--- config.mk ---
export PLATFORM = sky130hd
export DESIGN_NAME = phy_link_resolver
export DESIGN_NICKNAME = d
export VERILOG_FILES = /design/src/rtl/phy_lsr_pkg.sv /design/src/rtl/phy_lsr_seq.sv /design/src/rtl/phy_lsr_capture.sv /design/src/rtl/phy_lsr_apply.sv /design/src/rtl/phy_link_resolver.sv
export SDC_FILE = /design/constraint.sdc
export NUM_CORES = 1
export LEC_CHECK = 0
export ABC_AREA = 1
export CAP_MARGIN = 20
export CORE_MARGIN = 2
export CORE_UTILIZATION = 43
export CTS_CLUSTER_SIZE = 40
export DETAILED_ROUTE_END_ITERATION = 7
export PLACE_DENSITY = 0.82
export SLEW_MARGIN = 25
export SYNTH_ARGS = -nofsm -noshare
export SYNTH_HDL_FRONTEND = slang
export SYNTH_SLANG_ARGS = --single-unit
--- constraint.sdc ---
create_clock -name clk -period 1.5 [get_ports clk]
set_input_delay 0.3 -clock clk [delete_from_list [all_inputs] [get_ports clk]]
set_output_delay 0.3 -clock clk [all_outputs]
set_load 0.05 [all_outputs]
--- src/rtl/phy_lsr_pkg.sv ---
package phy_lsr_pkg;

  localparam int REG_W  = 5;
  localparam int DATA_W = 16;

  // register numbers
  localparam logic [REG_W-1:0] RA_CTRL = 5'd0;
  localparam logic [REG_W-1:0] RA_STAT = 5'd1;
  localparam logic [REG_W-1:0] RA_PART = 5'd5;

  // status bits
  localparam int ST_LINK  = 2;
  localparam int ST_RFLT  = 4;
  localparam int ST_ANDON = 5;
  // control bits
  localparam int CT_DUPX  = 8;
  localparam int CT_AN    = 12;
  localparam int CT_SPD   = 13;
  // partner ability bits
  localparam int PA_10F   = 6;
  localparam int PA_100H  = 7;
  localparam int PA_100F  = 8;
  localparam int PA_T4    = 9;

  typedef enum logic [1:0] {PH_IDLE, PH_ISSUE, PH_WAIT, PH_EVAL} phase_t;
  typedef enum logic [1:0] {SP_STAT_A, SP_STAT_B, SP_CTRL, SP_PART} step_t;

  typedef struct packed {
    logic up;
    logic fast;
    logic full;
  } link_cfg_t;

  function automatic logic [REG_W-1:0] step_addr(input step_t s);
    case (s)
      SP_STAT_A, SP_STAT_B: step_addr = RA_STAT;
      SP_CTRL:              step_addr = RA_CTRL;
      default:              step_addr = RA_PART;
    endcase
  endfunction

  // Turns the captured registers into link settings.
  function automatic link_cfg_t resolve(input logic [DATA_W-1:0] st,
                                        input logic [DATA_W-1:0] ct,
                                        input logic [DATA_W-1:0] pt);
    link_cfg_t r;
    if (ct[CT_AN]) begin
      r.up   = st[ST_LINK] & st[ST_ANDON] & ~st[ST_RFLT];
      r.fast = pt[PA_100H] | pt[PA_100F] | pt[PA_T4];
      r.full = pt[PA_10F]  | pt[PA_100F];
    end else begin
      r.up   = st[ST_LINK];
      r.fast = ct[CT_SPD];
      r.full = ct[CT_DUPX];
    end
    return r;
  endfunction

endpackage

--- src/rtl/phy_lsr_seq.sv ---
module phy_lsr_seq
  import phy_lsr_pkg::*;
(
  input  logic             clk,
  input  logic             rst_n,
  input  logic             poll_req,
  input  logic             req_ready,
  input  logic             rsp_valid,
  input  logic             an_en_now,
  output logic             req_valid,
  output logic [REG_W-1:0] req_reg,
  output logic             cap_stat,
  output logic             cap_ctrl,
  output logic             cap_part,
  output logic             eval,
  output logic             waiting
);

  phase_t phase_q;
  step_t  step_q;
  logic   rsp_hit;

  always_comb begin
    req_valid = (phase_q == PH_ISSUE);
    req_reg   = step_addr(step_q);
    waiting   = (phase_q == PH_WAIT);
    rsp_hit   = waiting && rsp_valid;
    // first status read is deliberately not captured
    cap_stat  = rsp_hit && (step_q == SP_STAT_B);
    cap_ctrl  = rsp_hit && (step_q == SP_CTRL);
    cap_part  = rsp_hit && (step_q == SP_PART);
    eval      = (phase_q == PH_EVAL);
  end

  always_ff @(posedge clk or negedge rst_n) begin
    if (!rst_n) begin
      phase_q <= PH_IDLE;
      step_q  <= SP_STAT_A;
    end else begin
      case (phase_q)
        PH_IDLE: if (poll_req) begin
          phase_q <= PH_ISSUE;
          step_q  <= SP_STAT_A;
        end
        PH_ISSUE: if (req_ready) phase_q <= PH_WAIT;
        PH_WAIT: if (rsp_valid) begin
          case (step_q)
            SP_STAT_A: begin step_q <= SP_STAT_B; phase_q <= PH_ISSUE; end
            SP_STAT_B: begin step_q <= SP_CTRL;   phase_q <= PH_ISSUE; end
            SP_CTRL: begin
              if (an_en_now) begin
                step_q  <= SP_PART;
                phase_q <= PH_ISSUE;
              end else begin
                phase_q <= PH_EVAL;
              end
            end
            default: phase_q <= PH_EVAL;
          endcase
        end
        default: phase_q <= PH_IDLE;
      endcase
    end
  end

endmodule

--- src/rtl/phy_lsr_capture.sv ---
module phy_lsr_capture
  import phy_lsr_pkg::*;
(
  input  logic              clk,
  input  logic              rst_n,
  input  logic              cap_stat,
  input  logic              cap_ctrl,
  input  logic              cap_part,
  input  logic [DATA_W-1:0] rsp_data,
  output logic [DATA_W-1:0] stat_q,
  output logic [DATA_W-1:0] ctrl_q,
  output logic [DATA_W-1:0] part_q
);

  always_ff @(posedge clk or negedge rst_n) begin
    if (!rst_n) begin
      stat_q <= '0;
      ctrl_q <= '0;
      part_q <= '0;
    end else begin
      if (cap_stat) stat_q <= rsp_data;
      if (cap_ctrl) ctrl_q <= rsp_data;
      if (cap_part) part_q <= rsp_data;
    end
  end

endmodule

--- src/rtl/phy_lsr_apply.sv ---
module phy_lsr_apply
  import phy_lsr_pkg::*;
(
  input  logic              clk,
  input  logic              rst_n,
  input  logic              eval,
  input  logic [DATA_W-1:0] stat_q,
  input  logic [DATA_W-1:0] ctrl_q,
  input  logic [DATA_W-1:0] part_q,
  output logic              link_up,
  output logic              speed_100,
  output logic              full_duplex,
  output logic              done
);

  link_cfg_t cfg;

  always_comb cfg = resolve(stat_q, ctrl_q, part_q);

  always_ff @(posedge clk or negedge rst_n) begin
    if (!rst_n) begin
      link_up     <= 1'b0;
      speed_100   <= 1'b0;
      full_duplex <= 1'b0;
      done        <= 1'b0;
    end else begin
      done <= eval;
      if (eval) begin
        link_up <= cfg.up;
        if (cfg.up) begin
          speed_100   <= cfg.fast;
          full_duplex <= cfg.full;
        end
      end
    end
  end

endmodule

--- src/rtl/phy_link_resolver.sv ---
module phy_link_resolver
  import phy_lsr_pkg::*;
#(
  parameter logic [4:0] PHY_ADDR = 5'd1
) (
  input  logic        clk,
  input  logic        rst_n,
  input  logic        poll_req,
  output logic        mdio_req_valid,
  input  logic        mdio_req_ready,
  output logic [4:0]  mdio_req_phy,
  output logic [4:0]  mdio_req_reg,
  input  logic        mdio_rsp_valid,
  input  logic [15:0] mdio_rsp_data,
  output logic        link_up,
  output logic        speed_100,
  output logic        full_duplex,
  output logic        poll_done
);

  logic              cap_stat_evt, cap_ctrl_evt, cap_part_evt;
  logic              eval_evt, seq_waiting;
  logic [DATA_W-1:0] stat_q, ctrl_q, part_q;

  assign mdio_req_phy = PHY_ADDR;

  phy_lsr_seq u_seq (
    .clk       (clk),
    .rst_n     (rst_n),
    .poll_req  (poll_req),
    .req_ready (mdio_req_ready),
    .rsp_valid (mdio_rsp_valid),
    .an_en_now (mdio_rsp_data[CT_AN]),
    .req_valid (mdio_req_valid),
    .req_reg   (mdio_req_reg),
    .cap_stat  (cap_stat_evt),
    .cap_ctrl  (cap_ctrl_evt),
    .cap_part  (cap_part_evt),
    .eval      (eval_evt),
    .waiting   (seq_waiting)
  );

  phy_lsr_capture u_cap (
    .clk      (clk),
    .rst_n    (rst_n),
    .cap_stat (cap_stat_evt),
    .cap_ctrl (cap_ctrl_evt),
    .cap_part (cap_part_evt),
    .rsp_data (mdio_rsp_data),
    .stat_q   (stat_q),
    .ctrl_q   (ctrl_q),
    .part_q   (part_q)
  );

  phy_lsr_apply u_apply (
    .clk         (clk),
    .rst_n       (rst_n),
    .eval        (eval_evt),
    .stat_q      (stat_q),
    .ctrl_q      (ctrl_q),
    .part_q      (part_q),
    .link_up     (link_up),
    .speed_100   (speed_100),
    .full_duplex (full_duplex),
    .done        (poll_done)
  );

endmodule

==> results.cfg, run 1 <==
[floorplan]
die_area_um2 = 2640
ios = 36
die_height_um = 51.3
fp.dieW_um = 51.3
core_area_um2 = 2170
row_count = 17
start_util = 0.444

[setup_path]
path_class = flop to primary output
critical_path_arrival_ps = 1160
cp_max_fo = 3
setup.worst_path.start_class = flop
cp.required_ps = 1200
cp-end-kind = primary output

[pwr]
seq_power_share = 0.394
pwr-share-clk = 0.128
p_per_area_nw_per_um2 = 1420
pwr-share-comb = 0.477
p_switching_mw = 0.754
peakVddDrop_uv = 731
p_int_mw = 1.08
switching_share = 0.411
cellLeakagePower_nw = 0.660

[route]
num_vias = 763
drcViolationCount = 0
antenna_left = 0
wirelength_um = 1830
drtIter0Drc = 7
wire_per_inst_um = 10.8
viasPerCell = 4.51
drt_pass1_iterations = 4

[synth]
ys_seq_area_frac = 0.468
synth_area_um2 = 963
synthCells = 116
ys_warn_count = 0
syn_area_per_cell_um2 = 8.31
synth_seq_cells = 18
yosysUniqueCellTypes = 19

[sta]
drv_slew = 0
rsz0062_at_grt = yes
fmax_mhz = 683
finClkSkew_ps = 3.41
tns_ps = 0
finalCriticalPeriod_ps = 1460
hold_viol = 0
fin_crit_sh = 0.977
setup_violations = 0
worst_slack_ps = 35.1

[worst_hold_path]
hp-class = input pin to async pin

[cells_and_area]
mostFrequentLayoutCells = nand2_1, dfrtp_1, inv_1, clkdlybuf4s50_1, o21ai_1
area_growth_pct = 33.6
final_common_cell = nand2_1
num-fill-cells = 199
layout.nets = 170
drive_gt1_frac = 0.191
antennaDiodeCount = 0
fin_cells = 169
multi_input_area_um2 = 399
ff_latch_area_um2 = 452

[grt]
grt_overflow = 0
antenna_found_initial = 0
grt_pass1_wl_um = 3010
grt_util_all_layers = 0.157
first_global_vias = 765
grt_max_degree = 19

[placement]
dp_worst_setup_slack_ps = 79.9
place_inst = 163
io_buffers = 20
routabilityCongestion = 0.842
dpl.hpwl_um = 1410

[run]
maxCapViolations = 0

[clocking]
cts_tree = yes
root_buffer = clkbuf_4
cts_buffers = 3
holdBufCountCts = 0
cts_buffer_depth = 2
cts_sinks = 18
clkTransAtPathRegs_ps = 100
htree_levels = 1
clk_latency_ps = 290

[outcome]
status = finished, final reports clean
==> final timing paths <==
| path | startpoint | end | slack (ps) | cells after the start |
|---|---|---|---|---|
| worst min register to register | u_cap.part_q[9]$_DFFE_PN0P_ | u_cap.part_q[9]$_DFFE_PN0P_ | 510 | 2 |
| worst max register to register | u_seq.step_q[0]$_DFFE_PN0P_ | u_seq.step_q[0]$_DFFE_PN0P_ | 150 | 8 |
| worst max-delay path | u_seq.step_q[0]$_DFFE_PN0P_ | mdio_req_reg[0] | 40 | 4 |
| worst min-delay path | rst_n | u_apply.speed_100$_DFFE_PN0P_ | 340 | 2 |
| min in group clk | u_cap.part_q[9]$_DFFE_PN0P_ | u_cap.part_q[9]$_DFFE_PN0P_ | 510 | 2 |
| max in group asynchronous | rst_n | u_seq.step_q[0]$_DFFE_PN0P_ | 950 | 2 |
==> Yosys cell counts, drive strengths merged <==
| library cell | n | share of area |
|---|---|---|
| a21oi | 1 | 0.0052 |
| buf | 8 | 0.062 |
| clkinv | 1 | 0.0039 |
| conb | 2 | 0.0078 |
| dfrtp | 18 | 0.47 |
| ha | 6 | 0.078 |
| inv | 20 | 0.078 |
| nand2 | 29 | 0.12 |
| nand3 | 6 | 0.052 |
| nand3b | 1 | 0.0078 |
| nor2 | 8 | 0.036 |
| nor3 | 1 | 0.0052 |
| o21ai | 13 | 0.068 |
| o22ai | 2 | 0.013 |
==> power by group through the flow <==
stage | Clock [mW] | Combinational, mW | Sequential [mW]
after floorplan | 0 | 0.464 | 0.782
after global placement | 0 | 0.808 | 0.726
after detailed placement | 0 | 0.836 | 0.737
after CTS | 0.247 | 0.880 | 0.722
after global routing | 0.266 | 0.954 | 0.738
final | 0.235 | 0.875 | 0.723
==> cell type report <==
type,count,area share
Clock buffer,3,0.0175
Timing Repair Buffer,24,0.233
Inverter,21,0.0612
Tap cell,28,0.0272
Sequential cell,18,0.351
Multi-Input combinational cell,75,0.310
==> worst max-delay path, stage by stage, from the launching register on <==
cell	delay [ps]
dfrtp_2	440
inv_2	70
ha_2	180
inv_2	50
buf_12	140
==> timing repair <==
action                                 4_1_cts  5_1_grt
setup buffers                                3        0
setup endpoints to repair                    1        1
resized for setup                            3        1
endpoints found under the hold margin        0        0
==> metal layers <==
layer | part of all wire | vias up | track usage
met2 | 0.51 | 23 | 0.273
met1 | 0.40 | 340 | 0.170
li1 | - | 392 | -
met5 | 0 | - | 0
met4 | 0.040 | 0 | 0.123
met3 | 0.050 | 8 | 0.0234
==> per-stage QoR <==
step / area (um2) / util / hold WS (ps) / power, mW
2_1_floorplan: 986 / - / 4.41 / 1.25
3_3_place_gp: 1240 / 0.571 / 469 / 1.53
3_5_place_dp: 1240 / 0.571 / 486 / 1.57
4_1_cts: 1290 / 0.593 / 342 / 1.85
5_1_grt: 1290 / 0.593 / 355 / 1.96
6_report: 1290 / 0.593 / 336 / 1.83
==> sequential cells by signal (all words and copies together), names as in the netlist, 2 cells and up <==
name / count
u_cap.ctrl_q: 3
u_cap.part_q: 4
u_seq.step_q: 2
u_seq.phase_q: 2
u_cap.stat_q: 3
==> kinds of logic (layout without fill, tap and decap cells) <==
| logic type | Yosys count | after routing | share of synthesized area |
|---|---|---|---|
| adders and majority gates | 6 | 6 | 0.0779 |
| other | 2 | 8 | 0.00780 |
| AOI/OAI and AO/OA | 16 | 16 | 0.0857 |
| buffers and inverters | 29 | 48 | 0.144 |
| and+or+nand+nor | 45 | 45 | 0.217 |
| DFF | 18 | 18 | 0.468 |
(Power assumes the default switching activity.)
==> run 2: changes to the inputs <==
GPL_ROUTABILITY_DRIVEN = 0   (was unset)
SLEW_MARGIN = 20   (was 25)
==> results of run 2 <==
Final layout, timing and power as in run 1 (identical DEF).
